## src/rtl/ring_dma_pkg.sv

```systemverilog
package ring_dma_pkg;

    localparam int ADDR_W     = 32;
    localparam int WORD_W     = 32;
    localparam int DESC_WORDS = 4;
    localparam int DESC_BYTES_LOG2 = 4;

    // control/status bit positions
    localparam int CS_EN   = 0;
    localparam int CS_BUSY = 1;
    localparam int CS_OVF  = 2;
    localparam int CS_DERR = 3;

    typedef enum logic [2:0] {
        SEL_BASE = 3'd0,
        SEL_LOG2 = 3'd1,
        SEL_PIDX = 3'd2,
        SEL_CIDX = 3'd3,
        SEL_CTRL = 3'd4
    } reg_sel_e;

    typedef enum logic [2:0] {
        ST_IDLE,
        ST_FETCH_REQ,
        ST_FETCH_RSP,
        ST_COPY_REQ,
        ST_COPY_RSP,
        ST_COPY_WR,
        ST_RETIRE,
        ST_HALT
    } eng_state_e;

    // word 0 at the least significant end
    typedef struct packed {
        logic [WORD_W-1:0] ctrl;
        logic [WORD_W-1:0] len;
        logic [ADDR_W-1:0] dst;
        logic [ADDR_W-1:0] src;
    } desc_t;

    function automatic logic [ADDR_W-1:0] slot_word_addr(
        input logic [ADDR_W-1:0] base,
        input logic [ADDR_W-1:0] idx,
        input logic [1:0]        word
    );
        return base + (idx << DESC_BYTES_LOG2) + {{(ADDR_W-4){1'b0}}, word, 2'b00};
    endfunction

endpackage

```

## src/rtl/ring_dma_regs.sv

```systemverilog
module ring_dma_regs
    import ring_dma_pkg::*;
#(
    parameter int IDX_W    = 8,
    parameter int MIN_LOG2 = 2
) (
    input  logic               clk,
    input  logic               rst,
    input  logic               reg_we,
    input  logic [4:0]         reg_addr,
    input  logic [WORD_W-1:0]  reg_wdata,
    output logic [WORD_W-1:0]  reg_rdata,
    input  logic [IDX_W-1:0]   cidx_i,
    input  logic               busy_i,
    input  logic               derr_set_i,
    output logic [ADDR_W-1:0]  base_o,
    output logic [IDX_W-1:0]   mask_o,
    output logic [IDX_W-1:0]   pidx_o,
    output logic               enable_o,
    output logic               derr_o
);

    localparam int LOG2_W = $clog2(IDX_W + 1);

    logic [ADDR_W-1:0] base_q;
    logic [LOG2_W-1:0] log2_q;
    logic [IDX_W-1:0]  pidx_q;
    logic              en_q;
    logic              ovf_q;
    logic              derr_q;

    reg_sel_e          sel;
    logic [IDX_W-1:0]  mask_w;
    logic [IDX_W-1:0]  pending;
    logic [IDX_W-1:0]  advance;
    logic [IDX_W:0]    room_sum;
    logic              db_wr;
    logic              ovf_hit;
    logic              ctrl_wr;

    assign sel = reg_sel_e'(reg_addr[4:2]);

    for (genvar gi = 0; gi < IDX_W; gi++) begin : g_mask
        assign mask_w[gi] = (LOG2_W'(gi) < log2_q);
    end

    assign db_wr    = reg_we && (sel == SEL_PIDX);
    assign ctrl_wr  = reg_we && (sel == SEL_CTRL);
    assign pending  = (pidx_q - cidx_i) & mask_w;
    assign advance  = (reg_wdata[IDX_W-1:0] - pidx_q) & mask_w;
    assign room_sum = {1'b0, advance} + {1'b0, pending};
    assign ovf_hit  = db_wr && (room_sum > {1'b0, mask_w});

    always_ff @(posedge clk) begin
        if (rst) begin
            base_q <= '0;
            log2_q <= LOG2_W'(MIN_LOG2);
            pidx_q <= '0;
            en_q   <= 1'b0;
            ovf_q  <= 1'b0;
            derr_q <= 1'b0;
        end else begin
            if (reg_we && sel == SEL_BASE) begin
                base_q <= reg_wdata;
            end
            if (reg_we && sel == SEL_LOG2) begin
                if (reg_wdata < WORD_W'(MIN_LOG2)) begin
                    log2_q <= LOG2_W'(MIN_LOG2);
                end else if (reg_wdata > WORD_W'(IDX_W)) begin
                    log2_q <= LOG2_W'(IDX_W);
                end else begin
                    log2_q <= reg_wdata[LOG2_W-1:0];
                end
            end
            if (db_wr && !ovf_hit) begin
                pidx_q <= reg_wdata[IDX_W-1:0] & mask_w;
            end
            if (ctrl_wr) begin
                en_q <= reg_wdata[CS_EN];
            end
            if (ovf_hit) begin
                ovf_q <= 1'b1;
            end else if (ctrl_wr && reg_wdata[CS_OVF]) begin
                ovf_q <= 1'b0;
            end
            if (derr_set_i) begin
                derr_q <= 1'b1;
            end else if (ctrl_wr && reg_wdata[CS_DERR]) begin
                derr_q <= 1'b0;
            end
        end
    end

    always_comb begin
        reg_rdata = '0;
        case (sel)
            SEL_BASE: reg_rdata = base_q;
            SEL_LOG2: reg_rdata = WORD_W'(log2_q);
            SEL_PIDX: reg_rdata = WORD_W'(pidx_q);
            SEL_CIDX: reg_rdata = WORD_W'(cidx_i);
            SEL_CTRL: begin
                reg_rdata[CS_EN]   = en_q;
                reg_rdata[CS_BUSY] = busy_i;
                reg_rdata[CS_OVF]  = ovf_q;
                reg_rdata[CS_DERR] = derr_q;
            end
            default: reg_rdata = '0;
        endcase
    end

    assign base_o   = base_q;
    assign mask_o   = mask_w;
    assign pidx_o   = pidx_q;
    assign enable_o = en_q;
    assign derr_o   = derr_q;

    // a refused doorbell leaves the producer index alone and raises the flag
    a_r6_refused_doorbell: assert property (@(posedge clk) disable iff (rst)
        ovf_hit |=> ($stable(pidx_q) && ovf_q));

    // writing zero to a set error bit keeps it
    a_r10_w1c_keep_derr: assert property (@(posedge clk) disable iff (rst)
        (ctrl_wr && !reg_wdata[CS_DERR] && derr_q) |=> derr_q);

    a_r10_w1c_keep_ovf: assert property (@(posedge clk) disable iff (rst)
        (ctrl_wr && !reg_wdata[CS_OVF] && ovf_q) |=> ovf_q);

endmodule

```

## src/rtl/ring_dma_core.sv

```systemverilog
module ring_dma_core
    import ring_dma_pkg::*;
#(
    parameter int IDX_W = 8
) (
    input  logic               clk,
    input  logic               rst,
    input  logic [ADDR_W-1:0]  base_i,
    input  logic [IDX_W-1:0]   mask_i,
    input  logic [IDX_W-1:0]   pidx_i,
    input  logic               enable_i,
    input  logic               derr_i,
    output logic [IDX_W-1:0]   cidx_o,
    output logic               busy_o,
    output logic               derr_set_o,
    output logic               rd_req_valid_o,
    input  logic               rd_req_ready_i,
    output logic [ADDR_W-1:0]  rd_req_addr_o,
    input  logic               rd_rsp_valid_i,
    input  logic [WORD_W-1:0]  rd_rsp_data_i,
    output logic               wr_valid_o,
    input  logic               wr_ready_i,
    output logic [ADDR_W-1:0]  wr_addr_o,
    output logic [WORD_W-1:0]  wr_data_o
);

    localparam int CNT_W = WORD_W - 2;

    eng_state_e                          state_q;
    logic [1:0]                          widx_q;
    logic [DESC_WORDS-1:0][WORD_W-1:0]   words_q;
    logic [CNT_W-1:0]                    left_q;
    logic [ADDR_W-1:0]                   off_q;
    logic [WORD_W-1:0]                   data_q;
    logic [IDX_W-1:0]                    cidx_q;
    desc_t                               desc;
    logic [CNT_W-1:0]                    len_words;
    logic                                rd_out_q;

    assign desc      = desc_t'(words_q);
    assign len_words = desc.len[WORD_W-1:2];

    always_ff @(posedge clk) begin
        if (rst) begin
            state_q <= ST_IDLE;
            widx_q  <= '0;
            words_q <= '0;
            left_q  <= '0;
            off_q   <= '0;
            data_q  <= '0;
            cidx_q  <= '0;
        end else begin
            case (state_q)
                ST_IDLE: begin
                    if (enable_i && !derr_i && (cidx_q != pidx_i)) begin
                        widx_q  <= '0;
                        state_q <= ST_FETCH_REQ;
                    end
                end
                ST_FETCH_REQ: begin
                    if (rd_req_ready_i) begin
                        state_q <= ST_FETCH_RSP;
                    end
                end
                ST_FETCH_RSP: begin
                    if (rd_rsp_valid_i) begin
                        words_q[widx_q] <= rd_rsp_data_i;
                        if (widx_q == 2'd3) begin
                            off_q  <= '0;
                            left_q <= len_words;
                            if (!rd_rsp_data_i[0]) begin
                                state_q <= ST_HALT;
                            end else if (len_words == '0) begin
                                state_q <= ST_RETIRE;
                            end else begin
                                state_q <= ST_COPY_REQ;
                            end
                        end else begin
                            widx_q  <= widx_q + 2'd1;
                            state_q <= ST_FETCH_REQ;
                        end
                    end
                end
                ST_COPY_REQ: begin
                    if (rd_req_ready_i) begin
                        state_q <= ST_COPY_RSP;
                    end
                end
                ST_COPY_RSP: begin
                    if (rd_rsp_valid_i) begin
                        data_q  <= rd_rsp_data_i;
                        state_q <= ST_COPY_WR;
                    end
                end
                ST_COPY_WR: begin
                    if (wr_ready_i) begin
                        if (left_q == CNT_W'(1)) begin
                            state_q <= ST_RETIRE;
                        end else begin
                            left_q  <= left_q - CNT_W'(1);
                            off_q   <= off_q + ADDR_W'(4);
                            state_q <= ST_COPY_REQ;
                        end
                    end
                end
                ST_RETIRE: begin
                    cidx_q  <= (cidx_q + IDX_W'(1)) & mask_i;
                    state_q <= ST_IDLE;
                end
                ST_HALT: begin
                    if (!derr_i) begin
                        state_q <= ST_IDLE;
                    end
                end
                default: state_q <= ST_IDLE;
            endcase
        end
    end

    always_comb begin
        rd_req_valid_o = (state_q == ST_FETCH_REQ) || (state_q == ST_COPY_REQ);
        if (state_q == ST_FETCH_REQ) begin
            rd_req_addr_o = slot_word_addr(base_i, ADDR_W'(cidx_q), widx_q);
        end else begin
            rd_req_addr_o = desc.src + off_q;
        end
    end

    assign wr_valid_o = (state_q == ST_COPY_WR);
    assign wr_addr_o  = desc.dst + off_q;
    assign wr_data_o  = data_q;
    assign busy_o     = (state_q != ST_IDLE) && (state_q != ST_HALT);
    assign derr_set_o = (state_q == ST_FETCH_RSP) && rd_rsp_valid_i &&
                        (widx_q == 2'd3) && !rd_rsp_data_i[0];
    assign cidx_o     = cidx_q;

    // independent outstanding-read tracker for the checks below
    always_ff @(posedge clk) begin
        if (rst) begin
            rd_out_q <= 1'b0;
        end else if (rd_req_valid_o && rd_req_ready_i) begin
            rd_out_q <= 1'b1;
        end else if (rd_rsp_valid_i) begin
            rd_out_q <= 1'b0;
        end
    end

    // no read request while one is still in flight
    a_r11_single_read: assert property (@(posedge clk) disable iff (rst)
        rd_req_valid_o |-> !rd_out_q);

    // consumer index only ever steps by one within the ring
    a_r3_cidx_step: assert property (@(posedge clk) disable iff (rst)
        !$stable(cidx_q) |-> (cidx_q == (($past(cidx_q) + IDX_W'(1)) & $past(mask_i))));

    // caught up and idle means a quiet memory interface
    a_r4_quiet_when_empty: assert property (@(posedge clk) disable iff (rst)
        ((cidx_q == pidx_i) && !busy_o) |-> (!rd_req_valid_o && !wr_valid_o));

    // a set descriptor error holds off all memory traffic
    a_r8_halt_quiet: assert property (@(posedge clk) disable iff (rst)
        derr_i |-> (!rd_req_valid_o && !wr_valid_o));

    // disabled and idle stays idle
    a_r9_disabled_stays_idle: assert property (@(posedge clk) disable iff (rst)
        (!enable_i && !busy_o) |=> !busy_o);

    // read request held steady until accepted
    a_r2_rd_hold: assert property (@(posedge clk) disable iff (rst)
        (rd_req_valid_o && !rd_req_ready_i) |=> (rd_req_valid_o && $stable(rd_req_addr_o)));

    a_r3_wr_hold: assert property (@(posedge clk) disable iff (rst)
        (wr_valid_o && !wr_ready_i) |=> (wr_valid_o && $stable(wr_addr_o) && $stable(wr_data_o)));

endmodule

```

## src/rtl/ring_dma_engine.sv

```systemverilog
module ring_dma_engine
    import ring_dma_pkg::*;
#(
    parameter int IDX_W    = 8,
    parameter int MIN_LOG2 = 2
) (
    input  logic        clk,
    input  logic        rst,
    input  logic        reg_we,
    input  logic [4:0]  reg_addr,
    input  logic [31:0] reg_wdata,
    output logic [31:0] reg_rdata,
    output logic        rd_req_valid,
    input  logic        rd_req_ready,
    output logic [31:0] rd_req_addr,
    input  logic        rd_rsp_valid,
    input  logic [31:0] rd_rsp_data,
    output logic        wr_valid,
    input  logic        wr_ready,
    output logic [31:0] wr_addr,
    output logic [31:0] wr_data
);

    logic [ADDR_W-1:0] base_w;
    logic [IDX_W-1:0]  mask_w;
    logic [IDX_W-1:0]  pidx_w;
    logic [IDX_W-1:0]  cidx_w;
    logic              enable_w;
    logic              derr_w;
    logic              busy_w;
    logic              derr_set_w;

    ring_dma_regs #(
        .IDX_W    (IDX_W),
        .MIN_LOG2 (MIN_LOG2)
    ) u_regs (
        .clk        (clk),
        .rst        (rst),
        .reg_we     (reg_we),
        .reg_addr   (reg_addr),
        .reg_wdata  (reg_wdata),
        .reg_rdata  (reg_rdata),
        .cidx_i     (cidx_w),
        .busy_i     (busy_w),
        .derr_set_i (derr_set_w),
        .base_o     (base_w),
        .mask_o     (mask_w),
        .pidx_o     (pidx_w),
        .enable_o   (enable_w),
        .derr_o     (derr_w)
    );

    ring_dma_core #(
        .IDX_W (IDX_W)
    ) u_core (
        .clk            (clk),
        .rst            (rst),
        .base_i         (base_w),
        .mask_i         (mask_w),
        .pidx_i         (pidx_w),
        .enable_i       (enable_w),
        .derr_i         (derr_w),
        .cidx_o         (cidx_w),
        .busy_o         (busy_w),
        .derr_set_o     (derr_set_w),
        .rd_req_valid_o (rd_req_valid),
        .rd_req_ready_i (rd_req_ready),
        .rd_req_addr_o  (rd_req_addr),
        .rd_rsp_valid_i (rd_rsp_valid),
        .rd_rsp_data_i  (rd_rsp_data),
        .wr_valid_o     (wr_valid),
        .wr_ready_i     (wr_ready),
        .wr_addr_o      (wr_addr),
        .wr_data_o      (wr_data)
    );

endmodule

```

## config.mk

```make
export PLATFORM = sky130hd
export DESIGN_NAME = ring_dma_engine
export DESIGN_NICKNAME = d
export VERILOG_FILES = /design/src/rtl/ring_dma_pkg.sv /design/src/rtl/ring_dma_regs.sv /design/src/rtl/ring_dma_core.sv /design/src/rtl/ring_dma_engine.sv
export SDC_FILE = /design/constraint.sdc
export NUM_CORES = 1
export LEC_CHECK = 0
export ABC_AREA = 1
export BUFFER_PORTS_ARGS = -buffer_cell sky130_fd_sc_hd__buf_2
export CAP_MARGIN = 10
export CORE_UTILIZATION = 55
export CTS_CLUSTER_DIAMETER = 200
export DETAILED_ROUTE_END_ITERATION = 6
export PLACE_DENSITY = 0.79
export SYNTH_ARGS = -nofsm -noshare
export SYNTH_HDL_FRONTEND = slang
export SYNTH_SLANG_ARGS = --single-unit
```

## constraint.sdc

```tcl
create_clock -name clk -period 3.2 [get_ports clk]
set_input_delay 0.16 -clock clk [delete_from_list [all_inputs] [get_ports clk]]
set_output_delay 0.16 -clock clk [all_outputs]
set_load 0.03 [all_outputs]
```

==> Flow_metrics.wiki <==
{| class="wikitable"
! Metric !! Value
|-
| Die ar. || roughly 34000 µm²
|-
| Share of total power in sequential cells || between 30% and 40%
|-
| Number of cells in the finished layout apart from fillers || 3810
|-
| Max_cap viols || 0
|-
| Routed via count || between 20000 and 25000
|-
| Part of the power in combinational logic || 28.5%
|-
| Highest achievable clock rate || 0.280 GHz
|-
| Chip width || 185 µm
|-
| Worst-skew pair later-pin latency || 0.55 ns
|-
| Cell count after placement || around 3700
|-
| Post-DP Area || 20200 µm²
|-
| Unrepaired setup endpoints after global routing || yes
|-
| Worst VDD drop || 0.392 mV
|-
| Switching part of the total || ~35%
|-
| Syn nets || 3253
|-
| Violated checks || DRC, setup timing
|-
| Final worst path period share || 112%
|-
| Area added between synthesis and finish || 19.3%
|-
| Critical path arrival || ~4.1 ns
|-
| H-tree depth || 1
|-
| Total congestion overflow || 0
|-
| Port bufs || about 200
|-
| Maximum number of pins on one net before global-route repair || 135
|-
| Startpoint of the worst-slack reg-to-reg timing path || u_regs.pidx_o[2]$_SDFFE_PP0P_
|-
| Design Area, Final || 21900 µm²
|-
| CTS clock-pin slew for the worst setup and hold paths || approximately 0.070 ns
|-
| Average footprint of a synthesized cell || 6.00 µm²
|-
| Top_reg_cell synth || sky130_fd_sc_hd__dfxtp_1
|-
| Final count of negative-setup-slack endpoints || 9
|-
| Crit path capture type || flip-flop
|-
| Total Power || just under 10 mW
|-
| Antenna violations before repair || 1
|-
| Floorplan core area || 32700 µm²
|-
| Slew margin rel. || 48.6%
|-
| Asr flop ratio synth || 0%
|-
| Dominant cells by area after synthesis || sky130_fd_sc_hd__dfxtp_1 27%, sky130_fd_sc_hd__nand2_1 17%, sky130_fd_sc_hd__a21oi_1 8.6%, sky130_fd_sc_hd__nor2_1 8.2%, sky130_fd_sc_hd__inv_1 7.6%
|-
| ANT cells || 0
|-
| Post-detailed-route wirelength per cell || 17.9 µm
|-
| Number of enable flip-flop cells after synthesis || 0
|-
| Share of the yosys chip area belonging to registers || 26.8%
|-
| Tmin final || about 3.6 ns
|-
| Height of the die || 185 µm
|-
| Row count || 66
|-
| Number of buffers added by the clock tree synthesis step || 28
|-
| Global-route wire length before repair || 105 mm
|-
| Root buf cell || sky130_fd_sc_hd__clkbuf_16
|-
| Overall fraction of global-route tracks in use || about two fifths
|-
| Routability Congestion || between 0.9 and 1
|-
| Clock network fraction of total power || 36.6%
|-
| Power density relative to cell area || around 440 nW/µm²
|-
| Boundary Pins || 205
|-
| Run status || complete, but fails checks
|-
| Hold Crit Start || reg_wdata[7]
|-
| Combined flip-flop and latch cell area || a little under 5000 µm²
|-
| Initial cell density of the core || 56.2%
|-
| Max-slew violations || 0
|-
| Synth Cell Area || ~18000 µm²
|-
| Clock tree from TritonCTS || yes
|-
| Detailed-route wire length || 68.3 mm
|-
| Count of warnings emitted by yosys || 0
|-
| Endpoint of the worst-slack reg-to-reg timing path || u_regs.pidx_o[4]$_SDFFE_PP0P_
|-
| Final ANT Viol Nets || 0
|-
| # fillers || 3057
|-
| WHS Path Cells || 3
|-
| HPWL after detailed placement || 51.9 mm
|-
| Number of nets in the layout || 3533
|-
| Area of the multi-input gates || 11700 µm²
|-
| FF-to-FF path depth || 22
|-
| Vias in the first global route || 19834
|-
| Worst setup timing slack at the placement stage || -0.398 ns
|-
| Leak || 10.6 nW
|-
| Number of unique standard cell types used by synthesis || 49
|-
| Endpoints failing hold || 0
|-
| Pre-Repair DR Iteration Count || 7
|-
| Yosys reg bits || 246
|-
| Worst endpoint required time || 3.69 ns
|-
| Cell count after synthesis || slightly above 3000
|-
| Portion of synthesized cell area occupied by the leading cell type || approximately 27%
|-
| Power spent charging and discharging nets || 3.45 mW
|-
| TritonCTS sink count || 246
|-
| Max clock buf depth || 3
|-
| Internal power || 6.31 mW
|-
| Worst slew pin tran || ~0.77 ns
|-
| Fraction of final layout cells with drive strength greater than 1 || 12.1%
|-
| Endpoint of the worst hold path || u_regs.base_o[7]$_SDFFE_PP0P_
|-
| Detail-routed via count per cell || 5.66
|-
| CP Launch Type || flip-flop
|-
| Dominant cell type by area after synthesis || sky130_fd_sc_hd__dfxtp_1
|-
| Violation count after the first detailed-route iteration || 1946
|-
| Start-to-end type of the worst setup path || reg2reg
|-
| Largest fanout on the critical path || 8
|-
| Post-route DRC || 11
|-
| Final Skew || 0.0170 ns
|-
| Worst min-delay path category || in2reg
|-
| Worst setup slack for register-to-register paths || -0.37 ns
|-
| Smallest hold slack || 0.00842 ns
|-
| Worst Setup Slack, final || -0.370 ns
|}
power groups by stage:
stage | clock network, mW | logic (mW) | registers [mW]
2_1_floorplan | 0 | 1.68 | 3.55
3_3_place_gp | 0 | 2.54 | 3.46
3_5_place_dp | 0 | 2.59 | 3.47
4_1_cts | 3.57 | 2.71 | 3.41
5_1_grt | 3.70 | 3.01 | 3.44
6_report | 3.57 | 2.78 | 3.41
routing by layer:
layer / vias up / GRT usage, % / part of all wire, %
li1: 10484 / - / -
met1: 9772 / 49.1 / 41
met2: 1070 / 65.2 / 45
met3: 230 / 6.80 / 8.9
met4: 2 / 18.8 / 5.5
met5: - / 0 / 0.020
layout make-up:
type	instances	share of cell area (%)
clock buffers	34	3.49
clock inverters	16	1.14
multi-input cells	2347	53.4
repair buffers	351	10.5
well taps	442	2.52
inverters	374	6.41
flip-flops and latches	246	22.5
cell usage after synthesis, types with 22 or more instances:
| cell | instances |
|---|---|
| sky130_fd_sc_hd__nand2_1 | 845 |
| sky130_fd_sc_hd__nor2_1 | 404 |
| sky130_fd_sc_hd__inv_1 | 371 |
| sky130_fd_sc_hd__a21oi_1 | 315 |
| sky130_fd_sc_hd__nand3_1 | 266 |
| sky130_fd_sc_hd__dfxtp_1 | 246 |
| sky130_fd_sc_hd__o21ai_0 | 182 |
| sky130_fd_sc_hd__ha_1 | 106 |
| sky130_fd_sc_hd__clkbuf_1 | 77 |
| sky130_fd_sc_hd__xor2_1 | 36 |
| sky130_fd_sc_hd__nand4_1 | 34 |
| sky130_fd_sc_hd__nor3_1 | 27 |
| sky130_fd_sc_hd__xnor2_1 | 22 |
how the worst max path moves through the flow:
stage | slack, ns | end | startpoint
6_report | -0.37 | u_regs.pidx_o[4]$_SDFFE_PP0P_ | u_regs.pidx_o[2]$_SDFFE_PP0P_
2_1_floorplan | 0.002 | u_regs.pidx_o[0]$_SDFFE_PP0P_ | u_regs.log2_q[3]$_SDFFE_PP0P_
5_1_grt | -0.61 | u_regs.pidx_o[6]$_SDFFE_PP0P_ | u_regs.pidx_o[0]$_SDFFE_PP0P_
3_5_place_dp | -0.40 | u_regs.pidx_o[1]$_SDFFE_PP0P_ | u_regs.pidx_o[0]$_SDFFE_PP0P_
3_3_place_gp | -0.34 | u_regs.pidx_o[7]$_SDFFE_PP0P_ | u_regs.pidx_o[0]$_SDFFE_PP0P_
4_1_cts | -0.32 | u_regs.pidx_o[6]$_SDFFE_PP0P_ | u_regs.pidx_o[0]$_SDFFE_PP0P_
registers in the layout (all words and copies together), names as in the netlist:
| register | flops |
|---|---|
| u_core.desc | 94 |
| u_core.off_q | 30 |
| u_core.widx_q | 2 |
| u_core.state_q | 3 |
| u_core.wr_data_o | 32 |
| u_core.left_q | 30 |
| u_core.cidx_o | 8 |
| u_regs.log2_q | 4 |
| u_regs.derr_o | 1 |
| u_regs.ovf_q | 1 |
| u_regs.base_o | 32 |
| u_regs.enable_o | 1 |
| u_regs.pidx_o | 8 |
timing repair:
item / CTS / global route
hold buffers: 57 / 0
buffers inserted: 4 / 1
pin swaps: 8 / 9
resized for setup: 12 / 12
endpoints found under the setup margin: 9 / 23
hold endpoints to repair: 80 / 0
placed cells by master, fill, tap and decap left out, types with 4 or more instances in the layout:
| cell type | synthesis | final |
|---|---|---|
| sky130_fd_sc_hd__nand2_1 | 845 | 838 |
| sky130_fd_sc_hd__nor2_1 | 404 | 402 |
| sky130_fd_sc_hd__inv_1 | 371 | 366 |
| sky130_fd_sc_hd__a21oi_1 | 315 | 312 |
| sky130_fd_sc_hd__nand3_1 | 266 | 261 |
| sky130_fd_sc_hd__dfxtp_1 | 246 | 239 |
| sky130_fd_sc_hd__buf_2 | 5 | 201 |
| sky130_fd_sc_hd__o21ai_0 | 182 | 179 |
| sky130_fd_sc_hd__ha_1 | 106 | 102 |
| sky130_fd_sc_hd__buf_4 | 7 | 91 |
| sky130_fd_sc_hd__dlygate4sd3_1 | 0 | 57 |
| sky130_fd_sc_hd__xor2_1 | 36 | 36 |
| sky130_fd_sc_hd__nand4_1 | 34 | 34 |
| sky130_fd_sc_hd__clkbuf_16 | 0 | 29 |
| sky130_fd_sc_hd__nor3_1 | 27 | 27 |
| sky130_fd_sc_hd__xnor2_1 | 22 | 22 |
| sky130_fd_sc_hd__nand3b_1 | 14 | 14 |
| sky130_fd_sc_hd__o21ai_1 | 8 | 11 |
| sky130_fd_sc_hd__nand2_2 | 3 | 8 |
| sky130_fd_sc_hd__inv_2 | 3 | 7 |
| sky130_fd_sc_hd__o21bai_1 | 8 | 7 |
| sky130_fd_sc_hd__or2_2 | 7 | 7 |
| sky130_fd_sc_hd__nand3_2 | 2 | 6 |
| sky130_fd_sc_hd__a21o_1 | 6 | 6 |
| sky130_fd_sc_hd__and2_1 | 6 | 6 |
| sky130_fd_sc_hd__bufinv_16 | 0 | 6 |
| sky130_fd_sc_hd__o221ai_1 | 5 | 5 |
| sky130_fd_sc_hd__nor2_2 | 3 | 5 |
| sky130_fd_sc_hd__o21a_1 | 4 | 4 |
| sky130_fd_sc_hd__a21oi_2 | 1 | 4 |
| sky130_fd_sc_hd__o22ai_1 | 4 | 4 |
| sky130_fd_sc_hd__a31oi_1 | 4 | 4 |
| sky130_fd_sc_hd__nor2_4 | 4 | 4 |
| sky130_fd_sc_hd__ha_4 | 0 | 4 |
| sky130_fd_sc_hd__dfxtp_2 | 0 | 4 |
kinds of logic (layout without fill, tap and decap cells):
group | Yosys count | in the layout | share of synthesized area [%]
buffers and inverters | 475 | 775 | 10.3
DFF | 246 | 246 | 26.8
AOI/OAI and AO/OA | 554 | 554 | 15.8
and+or+nand+nor | 1625 | 1625 | 36.7
adders and majority gates | 110 | 110 | 7.65
xor gates and xnor gates | 58 | 58 | 2.76
worst max-delay path, cell delays in order (launching register included):
cell and delay (ns):
sky130_fd_sc_hd__dfxtp_1 0.33, sky130_fd_sc_hd__buf_4 0.15, sky130_fd_sc_hd__ha_4 0.24, sky130_fd_sc_hd__a21oi_1 0.14, sky130_fd_sc_hd__nand2_1 0.13, sky130_fd_sc_hd__a21oi_2 0.15
sky130_fd_sc_hd__o21ai_1 0.08, sky130_fd_sc_hd__xnor2_1 0.18, sky130_fd_sc_hd__nor2_1 0.07, sky130_fd_sc_hd__ha_1 0.36, sky130_fd_sc_hd__inv_2 0.06, sky130_fd_sc_hd__o21bai_1 0.18
sky130_fd_sc_hd__a31oi_1 0.08, sky130_fd_sc_hd__xnor2_1 0.20, sky130_fd_sc_hd__ha_1 0.28, sky130_fd_sc_hd__a21o_1 0.16, sky130_fd_sc_hd__a21oi_1 0.14, sky130_fd_sc_hd__nand2_2 0.08
sky130_fd_sc_hd__nand2_4 0.09, sky130_fd_sc_hd__nand3_4 0.14, sky130_fd_sc_hd__nand2_2 0.12, sky130_fd_sc_hd__inv_1 0.04, sky130_fd_sc_hd__nor2_1 0.09
through the flow:
step | TNS, ns | util (%)
after floorplan | 0 | -
after global placement | -2.91 | 61.9
after detailed placement | -3.41 | 61.9
after CTS | -2.82 | 67.0
after global routing | -5.37 | 67.1
final | -3.10 | 67.1
No activity file was read; power rests on OpenSTA's default activity.
